`src/rtl/rxq_pkg.sv`:
```
package rxq_pkg;
  typedef struct packed {
    logic parity;
    logic frame;
    logic brk;
  } rxqFlags_t;

  typedef struct packed {
    logic push;
    logic pop;
    logic headNew;
  } rxqStrobe_t;
endpackage

```
`src/rtl/rxq_datapath.sv`:
```
module rxq_datapath
  import rxq_pkg::*;
#(
  parameter int DEPTH  = 16,
  parameter int DATA_W = 9,
  parameter int CNT_W  = $clog2(DEPTH + 1)
) (
  input  logic              clk,
  input  logic              rstN,
  input  rxqStrobe_t        strb,
  input  logic [DATA_W-1:0] wrData,
  input  rxqFlags_t         wrFlags,
  output logic [DATA_W-1:0] headData,
  output rxqFlags_t         headFlags,
  output logic [CNT_W-1:0]  count
);
  localparam int PTR_W = (DEPTH > 1) ? $clog2(DEPTH) : 1;

  logic [DATA_W-1:0] memData  [DEPTH];
  rxqFlags_t         memFlags [DEPTH];
  logic [PTR_W-1:0]  wrPtr;
  logic [PTR_W-1:0]  rdPtr;

  function automatic logic [PTR_W-1:0] nextPtr(input logic [PTR_W-1:0] p);
    if (p == PTR_W'(DEPTH - 1)) return '0;
    return p + PTR_W'(1);
  endfunction

  always_ff @(posedge clk) begin
    if (strb.push) begin
      memData[wrPtr]  <= wrData;
      memFlags[wrPtr] <= wrFlags;
    end
  end

  always_ff @(posedge clk) begin
    if (!rstN) begin
      wrPtr <= '0;
      rdPtr <= '0;
      count <= '0;
    end else begin
      if (strb.push) wrPtr <= nextPtr(wrPtr);
      if (strb.pop)  rdPtr <= nextPtr(rdPtr);
      case ({strb.push, strb.pop})
        2'b10:   count <= count + CNT_W'(1);
        2'b01:   count <= count - CNT_W'(1);
        default: count <= count;
      endcase
    end
  end

  assign headData  = memData[rdPtr];
  assign headFlags = memFlags[rdPtr];
endmodule

```
`src/rtl/rxq_control.sv`:
```
module rxq_control
  import rxq_pkg::*;
#(
  parameter int DEPTH = 16,
  parameter int CNT_W = $clog2(DEPTH + 1)
) (
  input  logic             clk,
  input  logic             rstN,
  input  logic             chValid,
  input  logic             popReq,
  input  logic             statusRd,
  input  logic             nineBitMode,
  input  logic [CNT_W-1:0] count,
  input  rxqFlags_t        headFlags,
  input  logic             headBit9,
  output rxqStrobe_t       strb,
  output logic             dataAvail,
  output logic             overrun,
  output logic             parityBit,
  output logic             frameBit,
  output logic             breakBit
);
  logic      isEmpty;
  logic      isFull;
  logic      ovrEvent;
  rxqFlags_t clrMask;

  assign isEmpty = (count == '0);
  assign isFull  = (count == CNT_W'(DEPTH));

  always_comb begin
    strb.pop     = popReq & ~isEmpty;
    strb.push    = chValid & (~isFull | strb.pop);
    strb.headNew = strb.pop | (strb.push & isEmpty);
  end

  assign ovrEvent = chValid & isFull & ~strb.pop;

  always_ff @(posedge clk) begin
    if (!rstN)         overrun <= 1'b0;
    else if (ovrEvent) overrun <= 1'b1;
    else if (statusRd) overrun <= 1'b0;
  end

  // A head change re-arms the flags; a read masks them for the current head.
  always_ff @(posedge clk) begin
    if (!rstN)              clrMask <= '0;
    else if (strb.headNew)  clrMask <= '0;
    else if (statusRd)      clrMask <= '1;
  end

  assign dataAvail = ~isEmpty;
  assign frameBit  = ~isEmpty & headFlags.frame & ~clrMask.frame;
  assign breakBit  = ~isEmpty & headFlags.brk   & ~clrMask.brk;
  assign parityBit = nineBitMode ? (~isEmpty & headBit9)
                                 : (~isEmpty & headFlags.parity & ~clrMask.parity);
endmodule

```
`src/rtl/rxq_line_status.sv`:
```
module rxq_line_status
  import rxq_pkg::*;
#(
  parameter int DEPTH  = 16,
  parameter int DATA_W = 9
) (
  input  logic              clk,
  input  logic              rstN,
  input  logic              nineBitMode,
  input  logic              chValid,
  input  logic [DATA_W-1:0] chData,
  input  logic              chParityErr,
  input  logic              chFrameErr,
  input  logic              chBreak,
  input  logic              popReq,
  input  logic              statusRd,
  input  logic              txEmpty,
  output logic [DATA_W-1:0] headData,
  output logic              dataAvail,
  output logic              overrun,
  output logic              parityBit,
  output logic              frameBit,
  output logic              breakBit,
  output logic              txEmptyBit
);
  localparam int CNT_W = $clog2(DEPTH + 1);

  rxqStrobe_t       strb;
  rxqFlags_t        wrFlags;
  rxqFlags_t        headFlags;
  logic [CNT_W-1:0] count;

  assign wrFlags = '{parity: chParityErr, frame: chFrameErr, brk: chBreak};

  rxq_datapath #(.DEPTH(DEPTH), .DATA_W(DATA_W), .CNT_W(CNT_W)) uPath (
    .clk       (clk),
    .rstN      (rstN),
    .strb      (strb),
    .wrData    (chData),
    .wrFlags   (wrFlags),
    .headData  (headData),
    .headFlags (headFlags),
    .count     (count)
  );

  rxq_control #(.DEPTH(DEPTH), .CNT_W(CNT_W)) uCtrl (
    .clk         (clk),
    .rstN        (rstN),
    .chValid     (chValid),
    .popReq      (popReq),
    .statusRd    (statusRd),
    .nineBitMode (nineBitMode),
    .count       (count),
    .headFlags   (headFlags),
    .headBit9    (headData[DATA_W-1]),
    .strb        (strb),
    .dataAvail   (dataAvail),
    .overrun     (overrun),
    .parityBit   (parityBit),
    .frameBit    (frameBit),
    .breakBit    (breakBit)
  );

  assign txEmptyBit = txEmpty;
endmodule

```
`config.mk`:
```
export PLATFORM = sky130hd
export DESIGN_NAME = rxq_line_status
export DESIGN_NICKNAME = d
export VERILOG_FILES = /design/src/rtl/rxq_pkg.sv /design/src/rtl/rxq_datapath.sv /design/src/rtl/rxq_control.sv /design/src/rtl/rxq_line_status.sv
export SDC_FILE = /design/constraint.sdc
export NUM_CORES = 1
export LEC_CHECK = 0
export BUFFER_PORTS_ARGS = -buffer_cell sky130_fd_sc_hd__buf_2
export CAP_MARGIN = 20
export CORE_MARGIN = 4
export CORE_UTILIZATION = 30
export CTS_BUF_LIST = sky130_fd_sc_hd__clkbuf_4
export CTS_CLUSTER_DIAMETER = 40
export CTS_CLUSTER_SIZE = 12
export DETAILED_ROUTE_END_ITERATION = 10
export RECOVER_POWER = 50
export SLEW_MARGIN = 20
export SYNTH_ARGS = -nofsm -noshare
export SYNTH_HDL_FRONTEND = slang
export SYNTH_SLANG_ARGS = --single-unit
```
`constraint.sdc`:
```
create_clock -name clk -period 8.3 [get_ports clk]
set_input_delay 0.415 -clock clk [delete_from_list [all_inputs] [get_ports clk]]
set_output_delay 0.415 -clock clk [all_outputs]
set_load 0.02 [all_outputs]
```
Word-level counts from Yosys, hierarchy flattened:

Memory sizes are Yosys's and may differ from the RTL's. A register that Yosys moved wholly into a read port is not among the register bits.
Cells that the tools add are included.

* register bits after elaboration: 15
* bits in writable memories: 192
* bits of input ports: 19
* output and inout port bits: 15
* word-level logic and storage cells: 59
* memories: 2

Memory list
* uPath.memData: words 16, bits a word 9, read ports 1, clocked after Yosys merged registers in 1, wr ports 1, line rxq_datapath.sv:19 `logic [DATA_W-1:0] memData [DEPTH];`
* uPath.memFlags: words 16, bits a word 3, read ports 1, clocked after Yosys merged registers in 1, wr ports 1, line rxq_datapath.sv:20 `rxqFlags_t memFlags [DEPTH];`

* $add $sub $neg: 4
* equality and inequality tests: 5
* multiplexer cells: 20
* bitwise logic cells: 19
* reduce and logical (&&, ||, !) cells: 4

Operators by type and width (number)
* 4-bit two-way mux: 8
* 1-bit bitwise AND: 12
* 1-bit two-way mux: 11
* 5-bit case mux with 2 select lines: 1
* 4-bit by 1-bit adder with 4-bit output (second input constant): 2
* 4-bit == test (second input constant): 2
* 5-bit by 1-bit adder with 5-bit output (second input constant): 1
* 5-bit == test (second input constant): 1
* 5-bit zero test: 1
* 1-bit NOT: 5
* 5-bit by 1-bit subtractor with 5-bit output (second input constant): 1
* 2-bit nonzero test: 2
* 2-bit by 1-bit == test with 1-bit output (second input constant): 1
* 2-bit == test (second input constant): 1
* 1-bit OR: 2
* 2-bit OR reduction: 1

Longest topological paths before layout:

* word-level depth: 8
* mapped depth: 13
* mapped depth without buffers: 11

Cells and area by module:

From an unflattened synthesis, not the netlist that was laid out.

* cell total of the unflattened synthesis: 427
* area total of the unflattened synthesis: 8336.7 sq um

Modules (own cells, without submodules)
* rxq_datapath: instances 1, cells an instance 404, area each 8147.8 sq um, seq. area each 6105.9 sq um
* rxq_control: instances 1, cells an instance 22, area each 181.4 sq um, seq. area each 40.0 sq um
* rxq_line_status: instances 1, cells an instance 1, area each 7.5 sq um, seq. area each 0.0 sq um

Least setup slack after synthesis:

Ideal clock, no wire load.

* path type: register to register
* start point: reg uPath.count[1]
* end point: reg uPath.count[4]
* setup time: 0.072 ns
* arrival: 2.701 ns
* required time: 8.228 ns
* path slack: 5.528 ns
* cell stages (with the launch flop): 14
* path buffers: 2
* clock period less this slack: 2.772 ns
* path through: dfxtp_1 buf_2 nor4_4 a31oi_2 inv_1 ha_1 clkbuf_1 xor2_1 ha_1 o21a_1 o21ai_0 nand2b_1 a211oi_1 mux2i_1

* longest elaborated chain between the ends: 7
* elaborated cells on any way between the ends: 13
* those cells by class: add/sub: 2; eq/ne: 3; mux: 1; bitwise: 5; reduce/logical: 2

RTL lines
* start: declaration: line rxq_datapath.sv:15 `output logic [CNT_W-1:0] count`
* start signal: assignment: line rxq_datapath.sv:45 `2'b10: count <= count + CNT_W'(1);`
* start signal: assignment: line rxq_datapath.sv:46 `2'b01: count <= count - CNT_W'(1);`
* start signal: assignment: line rxq_datapath.sv:47 `default: count <= count;`
* 5-bit zero test: line rxq_control.sv:28 `assign isEmpty = (count == '0);`
* 1-bit NOT: line rxq_control.sv:32 `strb.pop = popReq & ~isEmpty;`
* 1-bit bitwise AND: line rxq_control.sv:32
* 1-bit OR: line rxq_control.sv:33 `strb.push = chValid & (~isFull | strb.pop);`
* 1-bit bitwise AND: line rxq_control.sv:33
* 2-bit by 1-bit == test with 1-bit output or 2-bit == test (tied branches): line rxq_datapath.sv:44 `case ({strb.push, strb.pop})`
* 5-bit case mux with 2 select lines or 2-bit nonzero test (tied branches)

Parallel ways exist; a longest one is shown, timed or not.
A chain may end at the register's enable or synchronous reset.

==> impl_metrics.ini <==
[outcome]
status = finished clean

[worst_setup_path]
crit_type = flip-flop to primary output
arrival_ns = 3.05
cp.required_ns = 7.89
reg2reg_slack_ns = 4.94
crit_path_max_fanout = 52
regToRegStartpoint = uPath.count[1]
r2r_cells = 11
r2r-end = uPath.count[4]
critPathLaunchType = flip-flop
end_kind = primary output

[clock_network]
cts_max_path_buffers = 3
clk_latency_ns = 0.66
clkTransAtPathRegs_ns = 0.10
root_buffer = clkbuf_4
cts_buffers = 26
clock-sinks = 211
cts.htree.levels = 1
cts_tree = done
ctsHoldBuffers = 0
postCtsSetupBuffers = 0
cts_resized = 0

[global_route]
grt_pass1_wl_mm = 25.6
grt_pass1_vias = 4242
grt_max_degree = 53
antenna_found_initial = 1
globalRouteTotalUtil_pct = 10.9
grt_overflow_total = 0

[logic_synthesis]
yosysWarningCount = 0
yosys.area.top_type_share_pct = 67.5
avgSynthCellArea_um2 = 20.2
netlist_instances = 422
synth_area_leaders = edfxtp_1 68%, mux4_2 8.4%, mux4_1 6.5%
ys_types = 45
synth_top_area_cell = edfxtp_1
ys_seq_area_share_pct = 72.0
syn-cell-area_mm2 = 0.00854
syn_nets = 450
ys_ff_latch = 211

[finish]
final_core_util_pct = 33.8
area_growth_pct = 10.6
final_layout_size_suffix_gt1_share_pct = 21.0
fin_area_mm2 = 0.00944
nets = 487

[route]
routedWlPerCell_um = 19.9
vias = 4019
drcViolationCount = 0
dr.pass1.iters = 5
drt-initial-drc-count = 240
ant_nets = 0
drt_wl_total_mm = 17.0
routed_via_density = 4.70

[timing]
max_clock_freq_ghz = 0.288
hold_violations = 0
slew_violations = 0
fin_tns_setup_ns = 0
period_share_pct = 41.8
grt_setup_unrepaired = no
final.min_clock_period_ns = 3.47
clock_skew_ns = 0.0531
setup_violations = 0
maxSlewHeadroom_pct = 28.6
worstMarginPinSlew_ns = 1.07
timing.hold.ws_ns = 0.108

[placed_design]
numPortBuffers = 31
place_hpwl_mm = 9.69
placed_cell_area_mm2 = 0.00903
gp_congestion = 0.730

[worst_hold_path]
hold_start = statusRd
hold_path_class = input pin to flip-flop
holdPathStages = 3
holdPathEnd = uCtrl.overrun

[pwr]
total_power_mw = 2.46
peakVddDrop_v = 0.000142
p_leak_nw = 2.97
p_per_area_mw_per_mm2 = 261

[flow_run]
drv_cap = 0

[die]
rows = 61
initial_core_util_pct = 30.6
io_pins = 34
die_w_um = 177
fp.dieH_um = 177
core_area_mm2 = 0.0279
die-area_mm2 = 0.0312
==> stage by stage <==
step / cells / worst slack [ns]
2_1_floorplan: 422 / 5.53
3_3_place_gp: 809 / 5.42
3_5_place_dp: 809 / 5.28
4_1_cts: 854 / 4.72
5_1_grt: 855 / 4.59
6_report: 855 / 4.83
==> worst max path at each step <==
| stage | slack [ns] | endpoint | cells after the start |
|---|---|---|---|
| 2_1_floorplan | 5.53 | uPath.count[4] | 13 |
| 3_3_place_gp | 5.42 | uPath.count[4] | 11 |
| 3_5_place_dp | 5.28 | uPath.count[4] | 11 |
| 4_1_cts | 4.72 | headData[0] | 4 |
| 5_1_grt | 4.59 | breakBit | 6 |
| 6_report | 4.83 | headData[0] | 4 |
==> synth_stat cells, drive strengths merged <==
cell         number
a2111o            1
a2111oi           1
a211oi            5
a21boi            5
a21o              1
a21oi             3
a22oi             1
a311oi            2
a31oi             4
and2             14
and2b             1
and3              4
buf              17
clkbuf            7
dfxtp            19
dlygate4sd1       1
edfxtp          192
ha                9
inv               7
mux2i            14
mux4             53
nand2            13
nand2b            5
nand3             4
nand3b            2
nand4             1
nand4b            1
nor2              7
nor2b             6
nor3              2
nor4              1
o211a             1
o21a              2
o21ai             6
o221ai            1
or3               2
xnor2             3
xor2              4
==> report_power, final <==
group | leakage, nW | switching, mW | internal [mW] | total [mW]
registers | 1.89 | 0.0232 | 1.19 | 1.21
logic | 0.832 | 0.288 | 0.251 | 0.539
clock network | 0.244 | 0.346 | 0.366 | 0.712
total | 2.97 | 0.657 | 1.81 | 2.46
==> cells in the final DEF, fill, tap and decap left out, types with 2 or more instances in the layout <==
cell	netlist	layout
xnor2_1	3	3
mux2i_1	14	14
a31oi_1	3	4
clkinv_1	0	3
a211oi_1	5	5
nand3b_1	2	2
mux4_2	32	32
dfxtp_2	0	2
and3_1	4	4
ha_1	9	9
buf_2	7	18
nand2b_1	5	5
and2_0	0	2
clkbuf_4	0	30
a21oi_1	2	3
xor2_1	4	4
and2_1	14	12
nor2_1	7	6
mux4_1	21	21
clkinv_2	0	3
nor2b_1	6	6
clkbuf_1	6	13
bufinv_16	0	6
edfxtp_1	192	192
inv_1	7	7
a311oi_1	2	2
a21boi_0	5	5
o21ai_0	6	6
nand2_1	13	13
buf_4	3	3
clkinvlp_4	0	2
o21a_1	2	2
or3_1	2	2
dfxtp_1	19	17
nand3_1	4	4
==> critical path: stages (launching register included) <==
cell	delay [ns]
dfxtp_2	0.32
buf_4	0.70
mux4_1	0.67
mux4_2	0.50
buf_2	0.18
==> logic make-up (layout without fill, tap and decap cells) <==
logic type | count (synthesis) | after routing | synth area share, %
AOI/OAI and AO/OA | 33 | 33 | 2.83
and+or+nand+nor | 63 | 63 | 4.21
DFF | 211 | 211 | 72.0
adders and majority gates | 9 | 9 | 1.32
buffers and inverters | 32 | 86 | 2.42
muxes | 67 | 67 | 16.5
other | 0 | 1 | 0
xor gates and xnor gates | 7 | 7 | 0.718
==> metal layers <==
| metal | up-vias | global-route usage, % | part of all wire [%] |
|---|---|---|---|
| met5 | - | 0 | 0 |
| met4 | 0 | 2.13 | 1.3 |
| li1 | 1815 | - | - |
| met1 | 2064 | 14.1 | 41 |
| met2 | 120 | 19.3 | 51 |
| met3 | 20 | 2.16 | 6.7 |
==> layout make-up <==
| cell class | count | area [µm²] |
|---|---|---|
| clock inverter | 15 | 230 |
| fill | 2658 | 18500 |
| sequential | 211 | 6150 |
| multi-input combinational | 179 | 2180 |
| clock buffer | 30 | 225 |
| timing repair buffer | 34 | 161 |
| tap | 378 | 473 |
| antenna | 1 | 2.50 |
| inverter | 7 | 26.3 |
==> flip-flops by register name, indices dropped and copies added, names as in the netlist, named ones only <==
name and cells:
uPath.memData 144, uCtrl.clrMask 1, uCtrl.overrun 1, uPath.memFlags 48
uPath.count 5, uPath.wrPtr 4, uPath.rdPtr 4
Power figures use the tool's default switching activity.
